**config.mk**
```make
export PLATFORM = sky130hd
export DESIGN_NAME = sar_ctrl
export DESIGN_NICKNAME = d
export VERILOG_FILES = /design/src/rtl/sar_pkg.sv /design/src/rtl/sar_fsm.sv /design/src/rtl/sar_datapath.sv /design/src/rtl/sar_readout.sv /design/src/rtl/sar_ctrl.sv
export SDC_FILE = /design/constraint.sdc
export NUM_CORES = 1
export LEC_CHECK = 0
export CORE_UTILIZATION = 57
export CTS_BUF_LIST = sky130_fd_sc_hd__clkbuf_2 sky130_fd_sc_hd__clkbuf_4 sky130_fd_sc_hd__clkbuf_8
export CTS_CLUSTER_DIAMETER = 60
export DETAILED_ROUTE_END_ITERATION = 8
export GPL_ROUTABILITY_DRIVEN = 0
export GPL_TIMING_DRIVEN = 0
export PLACE_DENSITY = 0.95
export SKIP_CTS_REPAIR_TIMING = 1
export SLEW_MARGIN = 5
export SYNTH_ARGS = -nofsm -noshare
export SYNTH_HDL_FRONTEND = slang
export SYNTH_SLANG_ARGS = --single-unit
```
**constraint.sdc**
```tcl
create_clock -name clk -period 2.3 [get_ports clk]
set_input_delay 0.23 -clock clk [delete_from_list [all_inputs] [get_ports clk]]
set_output_delay 0.23 -clock clk [all_outputs]
set_load 0.02 [all_outputs]
```
**src/rtl/sar_pkg.sv**
```systemverilog
package sar_pkg;
    typedef enum logic [1:0] {
        ST_IDLE  = 2'd0,
        ST_TRIAL = 2'd1,
        ST_DONE  = 2'd2
    } sar_state_e;

    localparam int BYTE_W = 8;
endpackage

```
**src/rtl/sar_fsm.sv**
```systemverilog
module sar_fsm
    import sar_pkg::*;
(
    input  logic clk,
    input  logic rst_n,
    input  logic start,
    input  logic last_bit,
    output logic load,
    output logic step,
    output logic busy,
    output logic eoc
);
    sar_state_e state_q, state_d;

    // State register
    always_ff @(posedge clk or negedge rst_n) begin
        if (!rst_n) state_q <= ST_IDLE;
        else        state_q <= state_d;
    end

    // Transitions: accept, finish, restart
    always_comb begin
        state_d = state_q;
        unique case (state_q)
            ST_IDLE:  if (start)    state_d = ST_TRIAL;
            ST_TRIAL: if (last_bit) state_d = ST_DONE;
            ST_DONE:  if (start)    state_d = ST_TRIAL;
            default:                state_d = ST_IDLE;
        endcase
    end

    // Outputs
    always_comb begin
        load = 1'b0;
        step = 1'b0;
        busy = 1'b0;
        eoc  = 1'b0;
        unique case (state_q)
            ST_IDLE:  load = start;
            ST_TRIAL: begin
                step = 1'b1;
                busy = 1'b1;
            end
            ST_DONE:  begin
                load = start;
                eoc  = 1'b1;
            end
            default:  ;
        endcase
    end
endmodule

```
**src/rtl/sar_datapath.sv**
```systemverilog
module sar_datapath #(
    parameter int N = 10
) (
    input  logic         clk,
    input  logic         rst_n,
    input  logic         load,
    input  logic         step,
    input  logic         cmp_above,
    output logic [N-1:0] trial,
    output logic [N-1:0] result,
    output logic         ser_bit,
    output logic         ser_valid,
    output logic         last_bit
);
    localparam logic [N-1:0] TOP = {1'b1, {(N-1){1'b0}}};

    logic [N-1:0] probe_q;
    logic [N-1:0] trial_next;

    // Keep or clear the current bit, then set the next lower trial bit
    always_comb begin
        trial_next = cmp_above ? (trial & ~probe_q) : trial;
        trial_next = trial_next | (probe_q >> 1);
    end

    assign last_bit = probe_q[0];

    always_ff @(posedge clk or negedge rst_n) begin
        if (!rst_n) begin
            trial     <= '0;
            probe_q   <= '0;
            result    <= '0;
            ser_bit   <= 1'b0;
            ser_valid <= 1'b0;
        end else if (load) begin
            trial     <= TOP;
            probe_q   <= TOP;
            ser_valid <= 1'b0;
        end else if (step) begin
            trial     <= trial_next;
            probe_q   <= probe_q >> 1;
            ser_bit   <= ~cmp_above;
            ser_valid <= 1'b1;
            if (probe_q[0]) result <= trial_next;
        end else begin
            ser_valid <= 1'b0;
        end
    end
endmodule

```
**src/rtl/sar_readout.sv**
```systemverilog
module sar_readout #(
    parameter int N  = 10,
    parameter int BW = 8
) (
    input  logic [N-1:0]  result,
    input  logic          rd_hi,
    input  logic          rd_lo,
    output logic [BW-1:0] rd_data
);
    localparam int WW = 2 * BW;

    logic [WW-1:0] wide;

    generate
        if (N < WW) begin : g_pad
            assign wide = {{(WW-N){1'b0}}, result};
        end else begin : g_full
            assign wide = result[WW-1:0];
        end
    endgenerate

    always_comb begin
        if (rd_lo)      rd_data = wide[BW-1:0];
        else if (rd_hi) rd_data = wide[WW-1:BW];
        else            rd_data = '0;
    end
endmodule

```
**src/rtl/sar_ctrl.sv**
```systemverilog
module sar_ctrl #(
    parameter int N = 10
) (
    input  logic         clk,
    input  logic         rst_n,
    input  logic         start,
    input  logic         cmp_above,
    output logic [N-1:0] dac_code,
    output logic         ser_bit,
    output logic         ser_valid,
    output logic         busy,
    output logic         eoc,
    input  logic         rd_hi,
    input  logic         rd_lo,
    output logic [7:0]   rd_data
);
    logic         load;
    logic         step;
    logic         last_bit;
    logic [N-1:0] result;

    sar_fsm u_fsm (
        .clk      (clk),
        .rst_n    (rst_n),
        .start    (start),
        .last_bit (last_bit),
        .load     (load),
        .step     (step),
        .busy     (busy),
        .eoc      (eoc)
    );

    sar_datapath #(.N(N)) u_dp (
        .clk       (clk),
        .rst_n     (rst_n),
        .load      (load),
        .step      (step),
        .cmp_above (cmp_above),
        .trial     (dac_code),
        .result    (result),
        .ser_bit   (ser_bit),
        .ser_valid (ser_valid),
        .last_bit  (last_bit)
    );

    sar_readout #(.N(N), .BW(8)) u_rd (
        .result  (result),
        .rd_hi   (rd_hi),
        .rd_lo   (rd_lo),
        .rd_data (rd_data)
    );
endmodule

```
; Word-level counts from Yosys, hierarchy flattened
; Cells that the tools add are included.
[word_totals]
ff_bits = 34
latchBits = 0
ramBits = 0
romBits = 0
inputBits = 6
output_inout_bits = 22
elab_cells = 36
n_memories = 0
[op_classes]
add_sub_neg = 0
mul = 0
div_mod_pow = 0
magnitude_cmp = 0
n_eq_ne = 4
shift = 0
muxes = 15
bitwise_logic = 5
n_reduce_logical = 6
[op_table]
columns = operator, count
row1 = 10-bit 2-to-1 mux, 5
row2 = 10-bit bitwise AND, 1
row3 = 10-bit NOT, 1
row4 = 10-bit by 9-bit bitwise OR with 10-bit output, 1
row5 = 8-bit 2-to-1 mux, 1
row6 = 2-bit 2-to-1 mux, 3
row7 = 1-bit 2-to-1 mux, 5
row8 = 2-bit by 1-bit != test with 1-bit output (second input constant), 2
row9 = 2-bit one-hot mux with 2 select lines, 1
row10 = 2-bit AND reduction, 2
row11 = 3-bit AND reduction, 1
row12 = 2-bit by 1-bit equality test with 1-bit output (second input constant), 1
row13 = 2-bit equality test (second input constant), 1
row14 = 2-bit zero test, 1
row15 = 1-bit NOT, 2
row16 = 2-bit nonzero test, 1
row17 = 2-bit OR reduction, 1

; Logic depth before layout (Yosys ltp)
; Gate-level depths: netlist (run 1).
[logic_depth]
ltp_word = 6
depth_mapped = 5
mapped_depth_nobuf = 3

; Modules after synthesis
; Synthesis (run 1) repeated with hierarchy kept, for this count alone.
[hier_totals]
cells_unflattened = 165
hier_area_um2 = 1515.2
[by_module_without_submodules]
columns = mod, instances, cells_per_inst, area_each_um2, seq_area_each_um2
row1 = sar_datapath, 1, 143, 1348.8, 800.8
row2 = sar_fsm, 1, 10, 103.8, 50.0
row3 = sar_readout, 1, 12, 62.6, 0.0

; Worst setup path before layout (run 1)
; OpenSTA, ideal clock, no wires.
[synth_path]
path_kind = register -> register
from = register u_fsm.state_q[1]
to = register u_dp.probe_q[1]
setup_time_ps = 121
arrival_time_ps = 1030
required_time_ps = 2179
setup_slack_ps = 1149
stages_incl_launch_ff = 5
path_buffers = 1
period_less_slack_ps = 1151
path_cell_list = dfrtp_1 -> nand2b_2 -> and2_1 -> buf_6 -> a22o_1
[synth_between]
elab_chain_cells = 4
elab_cells_between_ends = 8
cone_classes = eq/ne (2) / mux (3) / reduce/logical (3)
[synth_lines]
columns = element, line
row1 = from (decl), sar_fsm.sv:13  ; sar_state_e state_q, state_d;
row2 = from (signal assigned), sar_fsm.sv:18  ; else state_q <= state_d;
row3 = 2-bit equality test / 2-bit zero test (equally long branches), sar_fsm.sv:38  ; unique case (state_q)
row4 = 2-bit OR reduction (no source line), --
row5 = 1-bit 2-to-1 mux, sar_fsm.sv:38
row6 = 10-bit 2-to-1 mux / 2-bit nonzero test (equally long branches), --
row7 = to (signal assigned), sar_datapath.sv:41  ; probe_q <= probe_q >> 1;
row8 = to (decl), sar_datapath.sv:17  ; logic [N-1:0] probe_q;
; Parallel ways exist; a longest one is shown, timed or not.
; A chain may end at the register's enable or synchronous reset.

; Worst setup path after layout (run 1)
[layout_path]
from = register u_fsm.state_q[1]
to = output port busy
[layout_between]
elab_chain_cells = 2
[layout_lines]
columns = element, line
row1 = 2-bit by 1-bit equality test with 1-bit output, sar_fsm.sv:38
row2 = 1-bit 2-to-1 mux, sar_fsm.sv:38
row3 = to (decl), sar_ctrl.sv:11  ; output logic busy,
; No other way between the ends.

==> results of run 1 <==
-- cells by family (layout without fill, tap and decap cells) --
logic type,after synthesis,after routing
buffers and inverters,10,45
and+or+nand+nor,51,51
DFF,34,34
AOI/OAI and AO/OA,42,42
-- state kept, by name, indices dropped and copies added, names as in the netlist --
name	flops
u_dp.trial	10
u_dp.result	10
u_dp.ser_valid	1
u_dp.probe_q	10
u_fsm.state_q	2
u_dp.ser_bit	1
-- Yosys cell counts --
| cell type | count |
|---|---|
| buf_2 | 2 |
| nand2b_1 | 2 |
| nand3_1 | 1 |
| a21oi_1 | 17 |
| nand3b_1 | 1 |
| buf_6 | 2 |
| a22o_1 | 9 |
| inv_2 | 1 |
| a32o_1 | 9 |
| nand2_1 | 29 |
| nand2b_2 | 1 |
| nor2_1 | 8 |
| buf_4 | 3 |
| and2_1 | 7 |
| dfrtp_1 | 34 |
| and3b_1 | 2 |
| o21ai_0 | 7 |
| inv_1 | 2 |
-- metal layers --
| metal | wire (um) | vias to the layer above | track usage (%) |
|---|---|---|---|
| li1 | - | 548 | - |
| met1 | 1270 | 575 | 34.7 |
| met2 | 1580 | 63 | 44.2 |
| met3 | 208 | 10 | 5.22 |
| met4 | 65 | 0 | 10.1 |
| met5 | 0 | - | 0 |
-- area by class of cell --
type	instances	area, um2
fillers	147	490
plain buffers	7	55.1
well taps	28	35.0
inverters	3	11.3
clock inverters	1	5.00
clock buffers	7	58.8
flip-flops and latches	34	851
multi-input cells	93	523
repair buffers	27	268
-- through the flow --
| stage | area, um2 | utilization (%) | hold WS [ns] | power (mW) |
|---|---|---|---|---|
| global placement | 1750 | 76.0 | 0.459 | 2.25 |
| floorplan | 1440 | - | -0.0656 | 1.81 |
| CTS | 1800 | 78.5 | -0.0352 | 2.66 |
| finish | 1810 | 78.6 | -0.0477 | 2.66 |
| detailed placement | 1740 | 75.8 | 0.323 | 2.31 |
| global route | 1810 | 78.6 | 0.00307 | 2.81 |
-- worst max path at each step --
stage | slack [ns] | end | cells past startpoint | start
6_report | 0.44 | busy | 4 | u_fsm.state_q[1]
5_1_grt | 0.35 | rd_data[1] | 4 | rd_lo
4_1_cts | 0.07 | busy | 4 | u_fsm.state_q[1]
3_5_place_dp | 0.44 | busy | 4 | u_fsm.state_q[1]
3_3_place_gp | 0.40 | u_dp.trial[3] | 1 | rst_n
2_1_floorplan | 1.15 | u_dp.probe_q[1] | 4 | u_fsm.state_q[1]
-- layout by cell type (no fill, tap or decap), types with 6 or more instances in the layout --
cell and count:
dfrtp_1 34, nand2_1 29, clkdlybuf4s50_1 25, a21oi_1 17
a22o_1 9, a32o_1 9, nor2_1 8, and2_1 7
o21ai_0 7, clkbuf_4 6
-- power by group through the flow --
stage | sequential [mW] | combinational (mW) | clock (mW)
final | 1.08 | 1.23 | 0.349
after global routing | 1.11 | 1.33 | 0.370
after CTS | 1.07 | 1.24 | 0.351
after detailed placement | 1.09 | 1.22 | 0
after global placement | 1.07 | 1.18 | 0
after floorplan | 1.15 | 0.665 | 0
==> impl_metrics.ini, run 1 <==
[yosys]
synth_top_area_share_pct = 59.1
syn-instance-count = 137
synth-compound-area-share_pct = 20.1
ys_warn_count = 0
synth_fa_ha_area_share_pct = 0
synth_area_leaders = dfrtp_1 (59%), nand2_1 (7.6%), a32o_1 (6.3%)
synth-seq-cells = 34
ys_seq_area_share_pct = 59.1
yosys.area_share.xor_xnor_pct = 0
synth.distinct_cells = 18
synth_mux_area_share_pct = 0
netlist_area_um2 = 1440
synthSimpleGateAreaFrac_pct = 16.2
synth_top_family_by_area = compound AO/OA/AOI/OAI gates
syn_avg_cell_area_um2 = 10.5
syn-num-nets = 143
synth_top_area_cell = dfrtp_1

[clock_tree]
insertion_delay_ns = 0.33
cts_buffers = 5
clk_path_buf_depth = 2
tritoncts = built
clkTransAtPathRegs_ns = 0.10
h-tree-depth = 2
root_buffer = clkbuf_4
cts_sinks = 34

[sta]
tightest_slew_ns = 0.727
fin_crit_sh_pct = 80.9
drv_slew = 0
skew_ns = 0.00971
fin_crit_ns = 1.86
fin_tns_setup_ns = 0
slew_headroom_pct = 51.5
rsz0062_at_grt = no
fin_ws_ns = 0.440
hold_violations = 34
fmax_mhz = 538
hold_slack_ns = -0.0477
setup_viol = 0

[place]
dp.cells = 192
dpl.hpwl_um = 2160
io_buffer_count = 27
dp_worst_setup_slack_ns = 0.438

[worst_setup_path]
startpoint_type = flip-flop
crit_type = reg -> out
cp_data_arrival_time_ns = 1.63
cp.buffers_inverters = 3
reg2regPathDepth = 4
critical_path.max_stage_delay_ns = 0.42
cpMaxStageDelayCell = dfrtp_1
crit_path_end_kind = output pin
path_cells = nand2b_2 > inv_2 > buf_4 > dlymetal6s2s_1
cp.required_ns = 2.07
worstPathMaxFanout = 11
r2r-end = u_dp.probe_q[4]
crit-reg2reg-launch = u_fsm.state_q[0]
critical_path.top_delay_family = buffers and inverters
reg2reg_slack_ns = 1.02

[cells_and_area]
nNetsFinal = 177
diodes = 0
synthToLayoutAreaGrowth_pct = 25.5
finalNonFillerCells = 200
drive_above_1_share_pct = 10.5

[run_status]
violations = hold timing
status = finished, violations left

[power]
p_leak_nw = 0.794
seq_power_share_pct = 40.5
p_sw_share_pct = 40.0
p_comb_share_pct = 46.4
ir_drop_mv = 1.14
p_sw_mw = 1.06
internal-power_mw = 1.60
powerDensity_nw_per_um2 = 1470
pwr-share-clk_pct = 13.1

[global_routing]
grt_pass1_wl_um = 5000
grt_max_degree = 35
overflow = 0
grt_pass1_vias = 1074
grt_antenna_before_repair = 0
grt.total_usage_pct = 26.7

[route]
first_pass_iters = 7
drt-vias-per-instance = 5.98
antenna_left = 0
drc = 0
wl_per_cell_um = 15.6
first_iter_violations = 30
wirelength_um = 3130
vias = 1196

[job]
max_cap_violations = 0

[min_path]
hold_class = in -> async

[floorplanning]
die_x_um = 52.3
rows = 17
die_area_um2 = 2730
core_um2 = 2300
boundaryPins = 28
die_h_um = 52.3
start_util_pct = 62.7
Power figures use the tool's default switching activity.
==> inputs of run 2 (changes only) <==
--- a/config.mk
+++ b/config.mk
@@ -5,13 +5,13 @@
 export SDC_FILE = /design/constraint.sdc
 export NUM_CORES = 1
 export LEC_CHECK = 0
-export CORE_UTILIZATION = 57
+export CORE_UTILIZATION = 48
 export CTS_BUF_LIST = sky130_fd_sc_hd__clkbuf_2 sky130_fd_sc_hd__clkbuf_4 sky130_fd_sc_hd__clkbuf_8
 export CTS_CLUSTER_DIAMETER = 60
 export DETAILED_ROUTE_END_ITERATION = 8
 export GPL_ROUTABILITY_DRIVEN = 0
 export GPL_TIMING_DRIVEN = 0
-export PLACE_DENSITY = 0.95
+export PLACE_DENSITY = 0.89
 export SKIP_CTS_REPAIR_TIMING = 1
 export SLEW_MARGIN = 5
 export SYNTH_ARGS = -nofsm -noshare
==> constraint.sdc (replaced) <==
create_clock -name clk -period 1.7 [get_ports clk]
set_input_delay 0.17 -clock clk [delete_from_list [all_inputs] [get_ports clk]]
set_output_delay 0.17 -clock clk [all_outputs]
set_load 0.02 [all_outputs]
==> run 2 against run 1 <==
  * The flow finishes with violations (DRC)
  * Sequential share of layout area fell by 0.99 points
  * First-iteration DRC count shrank 3.3%
  * Sequential power grew 35%
  * Highest routed layer unchanged
==> impl_metrics.ini, run 2 (same netlist as run 1, synthesis figures left out) <==
[clock_tree]
insertion_delay_ns = 0.34
clkTransAtPathRegs_ns = 0.10
cts_buffers = 5
h-tree-depth = 2
cts_sinks = 34
clk_path_buf_depth = 2
root_buffer = clkbuf_4
tritoncts = built

[cells_and_area]
diodes = 0
final_area_um2 = 1850
final_cell_mix = dfrtp_1 (34), nand2_1 (29), clkdlybuf4s50_1 (21), a21oi_1 (17)
reg.largest.list = u_dp.probe_q: 10 flops, u_dp.result: 10 flops, u_dp.trial: 10 flops
synthToLayoutAreaGrowth_pct = 28.1
layout_commonest_cell = dfrtp_1
nNetsFinal = 178
drive_above_1_share_pct = 11.0
fillers = 254

[worst_setup_path]
cpMaxStageDelayCell = dfrtp_1
critical_path.max_stage_delay_ns = 0.43
cp_data_arrival_time_ns = 1.47
critical_path.top_delay_family = buffers and inverters
startpoint_type = flip-flop
worstPathMaxFanout = 11
crit_type = reg -> out
cp.required_ns = 1.53
cp.buffers_inverters = 3
crit_path_end_kind = output pin
path_cells = nand2b_4 > inv_4 > buf_4 > clkbuf_2

[sta]
hold_slack_ns = 0.408
setup_viol = 0
slew_headroom_pct = 52.0
fin_ws_ns = 0.0591
hold_violations = 0
tightest_slew_ns = 0.720
fmax_mhz = 609
drv_slew = 0
fin_crit_ns = 1.64
skew_ns = 0.00461
fin_crit_sh_pct = 96.5

[power]
p_sw_mw = 1.42
total_power_mw = 3.64
p_comb_share_pct = 45.0
powerDensity_nw_per_um2 = 1970
p_leak_nw = 0.850
internal-power_mw = 2.22
ir_drop_mv = 1.36
seq_power_share_pct = 40.2
pwr-share-clk_pct = 14.9
p_sw_share_pct = 39.0

[place]
dp_worst_setup_slack_ns = -0.114
dpl.hpwl_um = 1990
dpl_cell_area_um2 = 1740
io_buffer_count = 27

[global_routing]
grt.total_usage_pct = 20.7
grt_antenna_before_repair = 0
overflow = 0
grt_pass1_wl_um = 4860
grt_pass1_vias = 1059
grt_max_degree = 35

[route]
wirelength_um = 2980
wl_per_cell_um = 14.6
drt-vias-per-instance = 5.63
drc = 4
first_pass_iters = 6
antenna_left = 0
vias = 1149
first_iter_violations = 29

[floorplanning]
core_um2 = 2810
start_util_pct = 51.3
die_h_um = 56.8
boundaryPins = 28
rows = 19
die_area_um2 = 3220
die_x_um = 56.8

[run_status]
status = finished, violations left
violations = DRC

[min_path]
hold_class = in -> async

[job]
max_cap_violations = 0
## run 2: layout make-up
class	instances	area, um2	area share (%)
flip-flops and latches	34	851	46.1
plain buffers	7	55.1	2.98
clock buffers	8	78.8	4.27
well taps	31	38.8	2.10
repair buffers	28	280	15.2
multi-input cells	93	528	28.6
inverters	3	13.8	0.746
## run 2: per-layer routing
layer,track usage [%],up-vias,part of all wire [%]
met5,0,-,0
met4,8.36,0,1.7
met1,27.7,557,46
li1,-,552,-
met2,30.6,33,46
met3,7.60,7,6.2
## run 2: worst reg2reg max path, stage by stage (launching register included)
cell and delay (ns):
dfrtp_1 0.46, nand2b_1 0.21, and2_1 0.18, buf_6 0.13, a22o_1 0.19
## run 2: power groups by stage
| stage | sequential, mW | combinational [mW] | clock (mW) |
|---|---|---|---|
| finish | 1.46 | 1.64 | 0.541 |
| global route | 1.51 | 1.79 | 0.596 |
| CTS | 1.46 | 1.65 | 0.559 |
| detailed placement | 1.47 | 1.64 | 0 |
| global placement | 1.45 | 1.60 | 0 |
| floorplan | 1.55 | 0.900 | 0 |
## run 2: path summary, 6_finish.rpt
path,start,end,slack (ns),cells after the start
setup / recovery,u_fsm.state_q[1],busy,0.06,4
min in group clk,start,u_fsm.state_q[1],0.42,2
hold / removal,rst_n,u_dp.trial[2],0.41,2
max in group asynchronous,rst_n,u_dp.trial[9],0.83,2
setup reg to reg,u_fsm.state_q[0],u_dp.probe_q[0],0.42,4
hold reg to reg,u_dp.ser_bit,u_dp.ser_bit,0.50,2
## run 2: through the flow
| step | utilization [%] | TNS, ns | instances |
|---|---|---|---|
| after floorplan | - | 0 | 137 |
| after global routing | 65.8 | -0.00311 | 204 |
| after CTS | 65.0 | -0.609 | 203 |
| after detailed placement | 62.2 | -0.120 | 195 |
| after global placement | 62.4 | -4.38 | 195 |
| final | 65.8 | 0 | 204 |
==> inputs of run 3 (changes only) <==
--- a/config.mk
+++ b/config.mk
@@ -5,6 +5,7 @@
 export SDC_FILE = /design/constraint.sdc
 export NUM_CORES = 1
 export LEC_CHECK = 0
+export CORE_ASPECT_RATIO = 1.2
 export CORE_UTILIZATION = 48
 export CTS_BUF_LIST = sky130_fd_sc_hd__clkbuf_2 sky130_fd_sc_hd__clkbuf_4 sky130_fd_sc_hd__clkbuf_8
 export CTS_CLUSTER_DIAMETER = 60
==> run 3 against run 2 <==
  * The flow now finishes without violations
  * First-iteration DRC count rose by 10%
  * Flip-flop and latch count did not move
  * Sequential power barely moved
==> impl_metrics.ini, run 3 (same netlist as run 1, synthesis figures left out) <==
[sta]
setup_viol = 0
drv_slew = 0
rsz0062_at_grt = no
hold_violations = 0
skew_ns = 0.00738
fmax_mhz = 624
fin_crit_sh_pct = 94.3
slew_headroom_pct = 51.6
hold_slack_ns = 0.430
fin_crit_ns = 1.60
tightest_slew_ns = 0.725

[worst_setup_path]
crit_path_end_kind = output pin
cp.required_ns = 1.53
startpoint_type = flip-flop
worstPathMaxFanout = 11
cp_data_arrival_time_ns = 1.43
crit_type = reg -> out

[clock_tree]
root_buffer = clkbuf_4
tritoncts = built
h-tree-depth = 2
insertion_delay_ns = 0.34
cts_sinks = 34
clkTransAtPathRegs_ns = 0.09
clk_path_buf_depth = 2
cts_buffers = 5

[power]
seq_power_share_pct = 41.4
ir_drop_mv = 1.05
p_sw_share_pct = 39.9
p_comb_share_pct = 46.7
pwr-share-clk_pct = 12.0
internal-power_mw = 2.14
p_leak_nw = 0.837
p_sw_mw = 1.42
powerDensity_nw_per_um2 = 1950

[route]
wl_per_cell_um = 14.9
first_iter_violations = 32
first_pass_iters = 4
drt-vias-per-instance = 5.62
antenna_left = 0
drc = 0
wirelength_um = 3050
vias = 1153

[global_routing]
grt_pass1_vias = 1099
grt_pass1_wl_um = 4860
grt.total_usage_pct = 21.4
grt_antenna_before_repair = 0
grt_max_degree = 35
overflow = 0

[cells_and_area]
drive_above_1_share_pct = 9.94
synthToLayoutAreaGrowth_pct = 26.8
diodes = 0
final_cell_mix = dfrtp_1 (34), nand2_1 (29), clkdlybuf4s50_1 (21), a21oi_1 (17)
finalNonFillerCells = 205
fillers = 219
post-route-util_pct = 64.9
nNetsFinal = 178
reg.largest.list = u_dp.probe_q: 10 flops, u_dp.result: 10 flops, u_dp.trial: 10 flops
layout_commonest_cell = dfrtp_1

[floorplanning]
die_h_um = 62
core_um2 = 2810
rows = 21
boundaryPins = 28
die_area_um2 = 3220
die_x_um = 52
start_util_pct = 51.2

[place]
dpl.hpwl_um = 2130
io_buffer_count = 27
dp.cells = 198

[job]
max_cap_violations = 0

[run_status]
status = complete, no violations

[min_path]
hold_class = in -> async
[run 3: cell types whose count changed in the layout (fill, tap and decap cells not counted), sizes merged]
cell	change
clkbuf	-2
[run 3: critical path: stages, from the launching register on]
cell	delay, ns
dfrtp_1	0.43
nand2b_4	0.20
inv_4	0.13
buf_6	0.17
clkbuf_2	0.18
[run 3: layer usage]
metal | up-vias | wire (um) | global-route usage, %
li1 | 552 | - | -
met2 | 36 | 1590 | 35.2
met3 | 8 | 135 | 6.57
met1 | 557 | 1280 | 26.0
met5 | - | 0 | 0
met4 | 0 | 46 | 9.65
[run 3: final timing paths]
check | from | to | slack, ns | depth (start not counted)
max in group asynchronous | rst_n | u_dp.probe_q[7] | 0.80 | 2
hold reg to reg | u_dp.result[9] | u_dp.result[9] | 0.48 | 2
min in group clk | start | u_fsm.state_q[1] | 0.44 | 2
setup reg to reg | u_fsm.state_q[0] | u_dp.probe_q[2] | 0.38 | 4
hold / removal | rst_n | u_fsm.state_q[0] | 0.43 | 2
setup / recovery | u_fsm.state_q[1] | busy | 0.1 | 4
[run 3: area by class of cell]
cell class	count	area (um2)	area share (%)
Multi-Input combinational cell	93	528	28.9
Timing Repair Buffer	28	280	15.4
Buffer	7	58.8	3.22
Sequential cell	34	851	46.6
Clock buffer	6	51.3	2.81
Inverter	3	13.8	0.754
Tap cell	34	42.5	2.33
[run 3: stage by stage]
stage / setup slack (ns) / power [mW] / setup TNS [ns] / area (um2)
global route: 0.0418 / 3.80 / 0 / 1830
detailed placement: -0.119 / 3.12 / -0.253 / 1750
floorplan: 0.549 / 2.45 / 0 / 1440
CTS: -0.492 / 3.55 / -0.742 / 1800
finish: 0.0970 / 3.56 / 0 / 1830
global placement: -0.133 / 3.04 / -4.68 / 1750
[run 3: power by group through the flow]
stage | clock network (mW) | registers (mW) | logic [mW]
finish | 0.427 | 1.47 | 1.66
global route | 0.475 | 1.53 | 1.80
CTS | 0.439 | 1.46 | 1.65
detailed placement | 0 | 1.48 | 1.64
global placement | 0 | 1.45 | 1.59
floorplan | 0 | 1.55 | 0.900
